$ cat config.mk
export PLATFORM = sky130hd
export DESIGN_NAME = pfx_fetch_bus
export DESIGN_NICKNAME = d
export VERILOG_FILES = /design/src/rtl/pfx_pkg.sv /design/src/rtl/pfx_region.sv /design/src/rtl/pfx_rom.sv /design/src/rtl/pfx_seq.sv /design/src/rtl/pfx_fetch_bus.sv
export SDC_FILE = /design/constraint.sdc
export NUM_CORES = 1
export LEC_CHECK = 0
export ABC_AREA = 1
export ABC_CLOCK_PERIOD_IN_PS = 4100
export BUFFER_PORTS_ARGS = -buffer_cell sky130_fd_sc_hd__buf_2
export CORE_UTILIZATION = 35
export DETAILED_ROUTE_END_ITERATION = 6
export SETUP_SLACK_MARGIN = 0.5
export SLEW_MARGIN = 20
export SYNTH_ARGS = -nofsm -noshare
export SYNTH_HDL_FRONTEND = slang
export SYNTH_SLANG_ARGS = --single-unit
$ cat constraint.sdc
create_clock -name clk -period 4.1 [get_ports clk]
set_clock_uncertainty 0.05 [all_clocks]
set_input_delay 0.41 -clock clk [delete_from_list [all_inputs] [get_ports clk]]
set_output_delay 0.41 -clock clk [all_outputs]
set_load 0.01 [all_outputs]
$ cat src/rtl/pfx_pkg.sv
package pfx_pkg;
    localparam int PFX_AW = 16;
    localparam int PFX_DW = 8;

    typedef enum logic [1:0] {
        PH_IDLE = 2'd0,
        PH_ADDR = 2'd1,
        PH_HOLD = 2'd2,
        PH_READ = 2'd3
    } pfx_phase_e;

    typedef struct packed {
        pfx_phase_e          phase;
        logic [PFX_AW-1:0]   pc;
        logic [PFX_AW-1:0]   addr;
        logic                strap;
        logic                valid;
        logic [PFX_DW-1:0]   data;
    } pfx_state_t;
endpackage

$ cat src/rtl/pfx_region.sv
module pfx_region #(
    parameter int AW     = 16,
    parameter int ROM_AW = 12
) (
    input  logic          strap_i,
    input  logic [AW-1:0] addr_i,
    output logic          onchip_o
);
    localparam int HI_W = AW - ROM_AW;

    logic [HI_W-1:0] hi_bits;

    always_comb begin
        hi_bits  = addr_i[AW-1:ROM_AW];
        onchip_o = strap_i && (hi_bits == '0);
    end
endmodule

$ cat src/rtl/pfx_rom.sv
module pfx_rom #(
    parameter int          ROM_AW = 12,
    parameter int          DW     = 8,
    parameter int          FOLD   = 4,
    parameter logic [7:0]  SEED   = 8'h5A
) (
    input  logic [ROM_AW-1:0] addr_i,
    output logic [DW-1:0]     data_o
);
    // Content is a folded XOR of the address with a constant seed.
    for (genvar i = 0; i < DW; i++) begin : g_bit
        if (i + FOLD < ROM_AW) begin : g_fold
            assign data_o[i] = SEED[i % 8] ^ addr_i[i] ^ addr_i[i + FOLD];
        end else begin : g_plain
            assign data_o[i] = SEED[i % 8] ^ addr_i[i];
        end
    end
endmodule

$ cat src/rtl/pfx_seq.sv
module pfx_seq
    import pfx_pkg::*;
#(
    parameter int AW = PFX_AW,
    parameter int DW = PFX_DW
) (
    input  logic          clk,
    input  logic          rst_n,
    input  logic          strap_i,
    input  logic          req_i,
    input  logic          jmp_i,
    input  logic [AW-1:0] jmp_addr_i,
    input  logic          onchip_i,
    input  logic [DW-1:0] rom_data_i,
    input  logic [DW-1:0] ad_i,
    output logic [AW-1:0] cand_addr_o,
    output logic          strap_q_o,
    output logic          ready_o,
    output logic          valid_o,
    output logic [DW-1:0] data_o,
    output logic [AW-1:0] addr_o,
    output logic [DW-1:0] ad_o,
    output logic          ad_oe_o,
    output logic [DW-1:0] ahi_o,
    output logic          alatch_o,
    output logic          rd_n_o
);
    localparam int LO_W = AW / 2;

    pfx_state_t st_q, st_d;

    always_comb begin
        cand_addr_o = jmp_i ? jmp_addr_i : st_q.pc;
        st_d        = st_q;
        st_d.valid  = 1'b0;
        unique case (st_q.phase)
            PH_IDLE: begin
                if (req_i) begin
                    st_d.addr = cand_addr_o;
                    st_d.pc   = cand_addr_o + 1'b1;
                    if (onchip_i) begin
                        st_d.valid = 1'b1;
                        st_d.data  = rom_data_i;
                    end else begin
                        st_d.phase = PH_ADDR;
                    end
                end
            end
            PH_ADDR: st_d.phase = PH_HOLD;
            PH_HOLD: st_d.phase = PH_READ;
            PH_READ: begin
                st_d.phase = PH_IDLE;
                st_d.valid = 1'b1;
                st_d.data  = ad_i;
            end
            default: st_d.phase = PH_IDLE;
        endcase
    end

    always_ff @(posedge clk) begin
        if (!rst_n) begin
            st_q.phase <= PH_IDLE;
            st_q.pc    <= '0;
            st_q.addr  <= '0;
            st_q.strap <= strap_i;
            st_q.valid <= 1'b0;
            st_q.data  <= '0;
        end else begin
            st_q <= st_d;
        end
    end

    always_comb begin
        strap_q_o = st_q.strap;
        ready_o   = (st_q.phase == PH_IDLE);
        valid_o   = st_q.valid;
        data_o    = st_q.data;
        addr_o    = st_q.addr;
        alatch_o  = (st_q.phase == PH_ADDR);
        ad_oe_o   = (st_q.phase == PH_ADDR) || (st_q.phase == PH_HOLD);
        ad_o      = ad_oe_o ? st_q.addr[LO_W-1:0] : '0;
        ahi_o     = st_q.addr[AW-1:LO_W];
        rd_n_o    = (st_q.phase != PH_READ);
    end


    onchip_quiet_chk: assert property (@(posedge clk) disable iff (!rst_n)
        (ready_o && req_i && onchip_i) |=> (valid_o && !alatch_o && rd_n_o && !ad_oe_o));


    latch_pulse_chk: assert property (@(posedge clk) disable iff (!rst_n)
        alatch_o |=> (!alatch_o && ad_oe_o && $stable(ad_o)));


    read_turn_chk: assert property (@(posedge clk) disable iff (!rst_n)
        $fell(rd_n_o) |-> (!ad_oe_o && $past(ad_oe_o) && !$past(alatch_o)));


    read_return_chk: assert property (@(posedge clk) disable iff (!rst_n)
        !rd_n_o |=> (rd_n_o && valid_o));


    ahi_hold_chk: assert property (@(posedge clk) disable iff (!rst_n)
        (!ready_o && !$past(ready_o)) |-> $stable(ahi_o));


    strap_hold_chk: assert property (@(posedge clk) disable iff (!rst_n)
        1'b1 |=> $stable(strap_q_o));


    busy_addr_chk: assert property (@(posedge clk) disable iff (!rst_n)
        (!ready_o && req_i) |=> $stable(addr_o));
endmodule

$ cat src/rtl/pfx_fetch_bus.sv
module pfx_fetch_bus
    import pfx_pkg::*;
#(
    parameter int AW           = PFX_AW,
    parameter int DW           = PFX_DW,
    parameter int ONCHIP_BYTES = 4096
) (
    input  logic          clk,
    input  logic          rst_n,
    input  logic          rom_en_strap_i,
    input  logic          fetch_req_i,
    input  logic          fetch_jmp_i,
    input  logic [AW-1:0] fetch_jmp_addr_i,
    output logic          fetch_ready_o,
    output logic          fetch_valid_o,
    output logic [DW-1:0] fetch_data_o,
    output logic [AW-1:0] fetch_addr_o,
    output logic [DW-1:0] bus_ad_o,
    output logic          bus_ad_oe_o,
    input  logic [DW-1:0] bus_ad_i,
    output logic [DW-1:0] bus_ahi_o,
    output logic          bus_alatch_o,
    output logic          bus_rd_n_o
);
    localparam int ROM_AW = $clog2(ONCHIP_BYTES);

    logic [AW-1:0] cand_addr;
    logic          strap_q;
    logic          onchip;
    logic [DW-1:0] rom_data;

    pfx_region #(.AW(AW), .ROM_AW(ROM_AW)) u_region (
        .strap_i  (strap_q),
        .addr_i   (cand_addr),
        .onchip_o (onchip)
    );

    pfx_rom #(.ROM_AW(ROM_AW), .DW(DW)) u_rom (
        .addr_i (cand_addr[ROM_AW-1:0]),
        .data_o (rom_data)
    );

    pfx_seq #(.AW(AW), .DW(DW)) u_seq (
        .clk         (clk),
        .rst_n       (rst_n),
        .strap_i     (rom_en_strap_i),
        .req_i       (fetch_req_i),
        .jmp_i       (fetch_jmp_i),
        .jmp_addr_i  (fetch_jmp_addr_i),
        .onchip_i    (onchip),
        .rom_data_i  (rom_data),
        .ad_i        (bus_ad_i),
        .cand_addr_o (cand_addr),
        .strap_q_o   (strap_q),
        .ready_o     (fetch_ready_o),
        .valid_o     (fetch_valid_o),
        .data_o      (fetch_data_o),
        .addr_o      (fetch_addr_o),
        .ad_o        (bus_ad_o),
        .ad_oe_o     (bus_ad_oe_o),
        .ahi_o       (bus_ahi_o),
        .alatch_o    (bus_alatch_o),
        .rd_n_o      (bus_rd_n_o)
    );
endmodule

Word-level counts from Yosys, hierarchy flattened --
Index checks and enable logic that the tools add are counted. W data, S select, Z words.
Cells by class: add/sub/neg operators 1, equality and inequality tests 7, muxes and demuxes 8, bitwise gates (word level) 12, reductions and logical operators 8
Operator list (count):
- $mux W34 | 1
- $mux W9 | 2
- $pmux W9 S2 | 1
- $add A16 B1 Y16 const B | 1
- $mux W16 | 1
- $mux W8 | 1
- $pmux W2 S4 | 1
- $xor A1 B1 Y1 | 8
- $ne A2 B2 Y1 const B | 3
- $eq A2 B2 Y1 const B | 2
- $logic_not A4 Y1 | 1
- $not A1 Y1 | 4
- $reduce_and A2 Y1 | 2
- $reduce_and A3 Y1 | 1
- $eq A2 B1 Y1 const B | 1
- $logic_not A2 Y1 | 1
- $mux W2 | 1
- $ne A2 B1 Y1 const B | 1
- $reduce_bool A2 Y1 | 1
- $logic_and A1 B1 Y1 | 1
- $logic_or A1 B1 Y1 | 1
Word-level totals: register bits 44, output and inout port bits 45, logic and storage cells 42

Longest topological paths before layout --
depth after elaboration 6, gate-level depth with buffers 14

Hierarchy --
From an unflattened synthesis, not the netlist that was laid out.
Unflattened totals: cell total of the unflattened synthesis 429, area, all modules 2836.5 um^2
By module, submodules not included:
- pfx_seq | instances 1, cells an instance 387, area an instance 2678.8 um^2, seq. area each 890.9 um^2
- pfx_rom | instances 1, cells an instance 36, area an instance 135.1 um^2, seq. area each 0.0 um^2
- pfx_region | instances 1, cells an instance 6, area an instance 22.5 um^2, seq. area each 0.0 um^2

Least setup slack after synthesis --
No wires, ideal clock.
kind input-to-reg, from input port fetch_jmp_i, to register u_seq.st_q[40] in the netlist's numbering, library setup time 117 ps, data arrival time 1587 ps, required time 3933 ps, setup slack 2346 ps, stages on the path 12, path buffers 2, cells stage by stage buf_6 buf_6 nand2_1 nand2_2 ha_1 nand2_1 nor2_2 nand2_2 nor2_2 nand2_1 o21ai_0 nor2_1
Between the ends: cells in the longest elaborated chain, start to end 2
Ends and longest elaborated chain:
- from (decl) | RTL line pfx_fetch_bus.sv:12 | input logic fetch_jmp_i,
- $mux W16 | RTL line pfx_seq.sv:33 | cand_addr_o = jmp_i ? jmp_addr_i : st_q.pc;
- via cand_addr[0] | RTL line pfx_fetch_bus.sv:27 | logic [AW-1:0] cand_addr;
- $add A16 B1 Y16 | RTL line pfx_seq.sv:40 | st_d.pc = cand_addr_o + 1'b1;
- to (signal assigned) | RTL line pfx_seq.sv:69 | st_q <= st_d;
- to (decl) | RTL line pfx_seq.sv:30 | pfx_state_t st_q, st_d;
The timed path passes the listed nets, and every way through them passes these cells. A chain may end at the register's enable or synchronous reset.

Worst setup path after layout --
from register u_seq.st_q[42] in the netlist's numbering, to register u_seq.st_q (netlist bit u_seq.data_o[6])
Between the ends: cells in the longest elaborated chain, start to end 3, elaborated cells between the ends (all ways) 7, those cells by class eq/ne: 3; mux: 1; reduce/logical: 3
Ends and longest elaborated chain:
- $logic_not A2 Y1 or $eq A2 B2 Y1 (tied branches) | RTL line pfx_seq.sv:36 | unique case (st_q.phase)
- $ne A2 B1 Y1 (no source line), or another cell as far along
- $reduce_and A3 Y1 (no source line)
Several ways; a longest one is shown, not always the timed one.

==> results.cfg <==
[yosys]
synth.distinct_cells = 30
synth_area_um2 = 2980
syn_nets = 512
netlist_instances = 478
ys.flop_type = dfxtp_1
synth_seq_area_share = 0.299
async_flop_share = 0
synth_edf_count = 1
synth.avg_cell_area_um2 = 6.22
ys_seq_elements = 44
ys_warn_count = 0

[clocking]
tritoncts = built
cts_max_level = 2
clock_sinks = 44
post_cts_buffers = 0
cts_resized = 0
insertion_delay_ns = 0.30
cts_hold_buffers = 0
cts.path.max_buffers = 2
cts_made_buffers = 5
root_buffer = clkbuf_8
clk_pin_slew_ns = 0.08

[job]
drv_cap = 0

[worst_hold_path]
min_from = rom_en_strap_i
hp-class = input pin to flop

[floorplanning]
ios = 74
die_area_um2 = 8870
initial_core_util = 0.362
rows = 33
die_y_um = 94.2
die_x_um = 94.2
coreArea_um2 = 8220

[sta]
period_share = 0.651
worst_pin_slew_ns = 0.796
final_max_slew_viol_count = 0
period_needed_ns = 2.67
finalSetupViolCount = 0
setup-tns-final_ns = 0
fmax_ghz = 0.375
maxSlewHeadroom = 0.469
rsz0062_at_grt = false
hold_viol = 0

[placed_design]
dpl_cell_area_um2 = 3140
dp.cells = 606
portBuffers = 73
place.gp.congestion = 0.841
dp_hpwl_mm = 5.50

[grt]
track_usage = 0.176
grt_pass1_wl_mm = 12.2
overflow = 0
grt_max_degree = 35
grt_pass1_vias = 2556
antenna_found_initial = 0

[power_and_ir_drop]
p_leak_nw = 1.73
p_total_mw = 1.59
switchingPower_uw = 696
vdd_ir_drop_max_mv = 0.160
intPower_uw = 893
seqPwrFrac = 0.353
power_density_nw_per_um2 = 490
swShare = 0.438
pwr-share-clk = 0.196
combPwrFrac = 0.451

[routing]
ant_nets = 0
drc = 0
viasPerCell = 4.76
wl_per_cell_um = 12.3
drt-total-wl_mm = 7.53
dr_total_vias = 2921
drt_pass1_iterations = 4
drt_iter0_drc = 155

[cells_and_area]
final_cell_count_no_fill = 614
drive_gt1_frac = 0.191
nets = 542
stdcell_area_um2 = 3240
n_antenna_cell = 0
regArea_um2 = 891
final_core_util = 0.395
syn_to_final_growth_pct = 8.96
multiInputGateArea_um2 = 1540
fillers = 916

[worst_setup_path]
crit_start = u_seq.st_q[42]$_SDFFE_PN0P_
cp.required_ns = 4.27
cp_max_fo = 34
end_kind = flop
max_stage_delay_ns = 0.49
path_cells = inv_1 -> ha_1 -> nand2_1 -> buf_4 -> inv_1 -> buf_4 -> nand4_1 -> nand2_1 -> nand3_1 -> a21oi_1
cpMaxStageDelayCell = ha_1
critPathArrivalTime_ns = 2.84
crit_type = flop to flop
startpoint_type = flop
timing.rr.start = u_seq.st_q[42]$_SDFFE_PN0P_

[status]
outcome = complete, no violations
==> cells by family after synthesis <==
logic type / Yosys count / synth area share
AND/OR/NAND/NOR: 260 / 0.368
buffers and inverters: 105 / 0.184
AO/OA/AOI/OAI: 62 / 0.122
flip-flops: 44 / 0.299
adder cells (fa/ha/maj): 5 / 0.0210
XOR/XNOR: 2 / 0.00589
==> power by group through the flow <==
stage / combinational (mW) / sequential [mW] / clock (mW)
2_1_floorplan: 0.584 / 0.562 / 0
3_3_place_gp: 0.710 / 0.569 / 0
3_5_place_dp: 0.719 / 0.572 / 0
4_1_cts: 0.723 / 0.563 / 0.317
5_1_grt: 0.810 / 0.573 / 0.334
6_report: 0.717 / 0.561 / 0.311
==> worst max-delay path, delay by kind of cell (launching register included) <==
family | cells | cell delay (ns)
AOI/OAI and AO/OA | 1 | 0.13
adders and majority gates | 1 | 0.49
buffers and inverters | 4 | 1.19
DFF | 1 | 0.33
and+or+nand+nor | 4 | 0.37
==> per-layer routing <==
layer  global-route usage  up-vias  routed length [um]
met5                    0        -                   0
met4               0.0538        0                 103
met3               0.0243        8                 489
met2                0.293       83                3390
met1                0.232     1294                3550
li1                     -     1536                   -
==> cells in the mapped netlist (9+ instances only) <==
cell / n / share of area
nand2_1: 175 / 0.22
inv_1: 52 / 0.066
dfxtp_1: 43 / 0.29
nor2_1: 37 / 0.047
buf_4: 33 / 0.083
a21oi_1: 24 / 0.040
nand3_1: 23 / 0.039
o21ai_0: 18 / 0.030
clkbuf_1: 11 / 0.014
nand4_1: 11 / 0.023
o211ai_1: 9 / 0.023
==> state kept, by name, summed over array words and instances (netlist names) <==
signal / flops
u_seq.addr_o: 16
u_seq.data_o: 8
u_seq.st_q: 18
u_seq.strap_q_o: 1
u_seq.valid_o: 1
==> area by class of cell <==
class                           count  area share
Clock buffer                        7      0.0301
Tap cell                          105      0.0405
Clock inverter                      1     0.00154
Multi-Input combinational cell    329       0.474
Inverter                           53      0.0614
Sequential cell                    44       0.275
Timing Repair Buffer               75       0.117
==> worst paths after layout <==
kind / endpoint / depth (start not counted) / slack [ns]
setup / recovery: u_seq.data_o[6]$_SDFFE_PN0P_ / 10 / 1.43
hold / removal: u_seq.strap_q_o$_DFFE_PN_ / 1 / 0.23
setup reg to reg: u_seq.data_o[6]$_SDFFE_PN0P_ / 10 / 1.43
hold reg to reg: u_seq.st_q[27]$_SDFFE_PN0P_ / 2 / 0.43
==> placed cells by master (no fill, tap or decap), drive strengths merged, types with 7 or more instances in the layout <==
cell / synthesis / routed
dfxtp: 43 / 43
o21ai: 20 / 20
buf: 41 / 75
nand4: 11 / 11
nor2: 43 / 43
inv: 53 / 53
clkbuf: 11 / 7
nand2: 179 / 179
nand3: 25 / 25
a21oi: 24 / 24
o211ai: 9 / 9
==> metrics by stage <==
stage | hold slack [ns] | worst slack [ns]
final | 0.231 | 1.43
after global routing | 0.227 | 1.14
after CTS | 0.227 | 1.46
after detailed placement | 0.421 | 1.49
after global placement | 0.411 | 1.54
after floorplan | 0.393 | 2.35
Note: power is estimated with default switching activity, not from simulation.
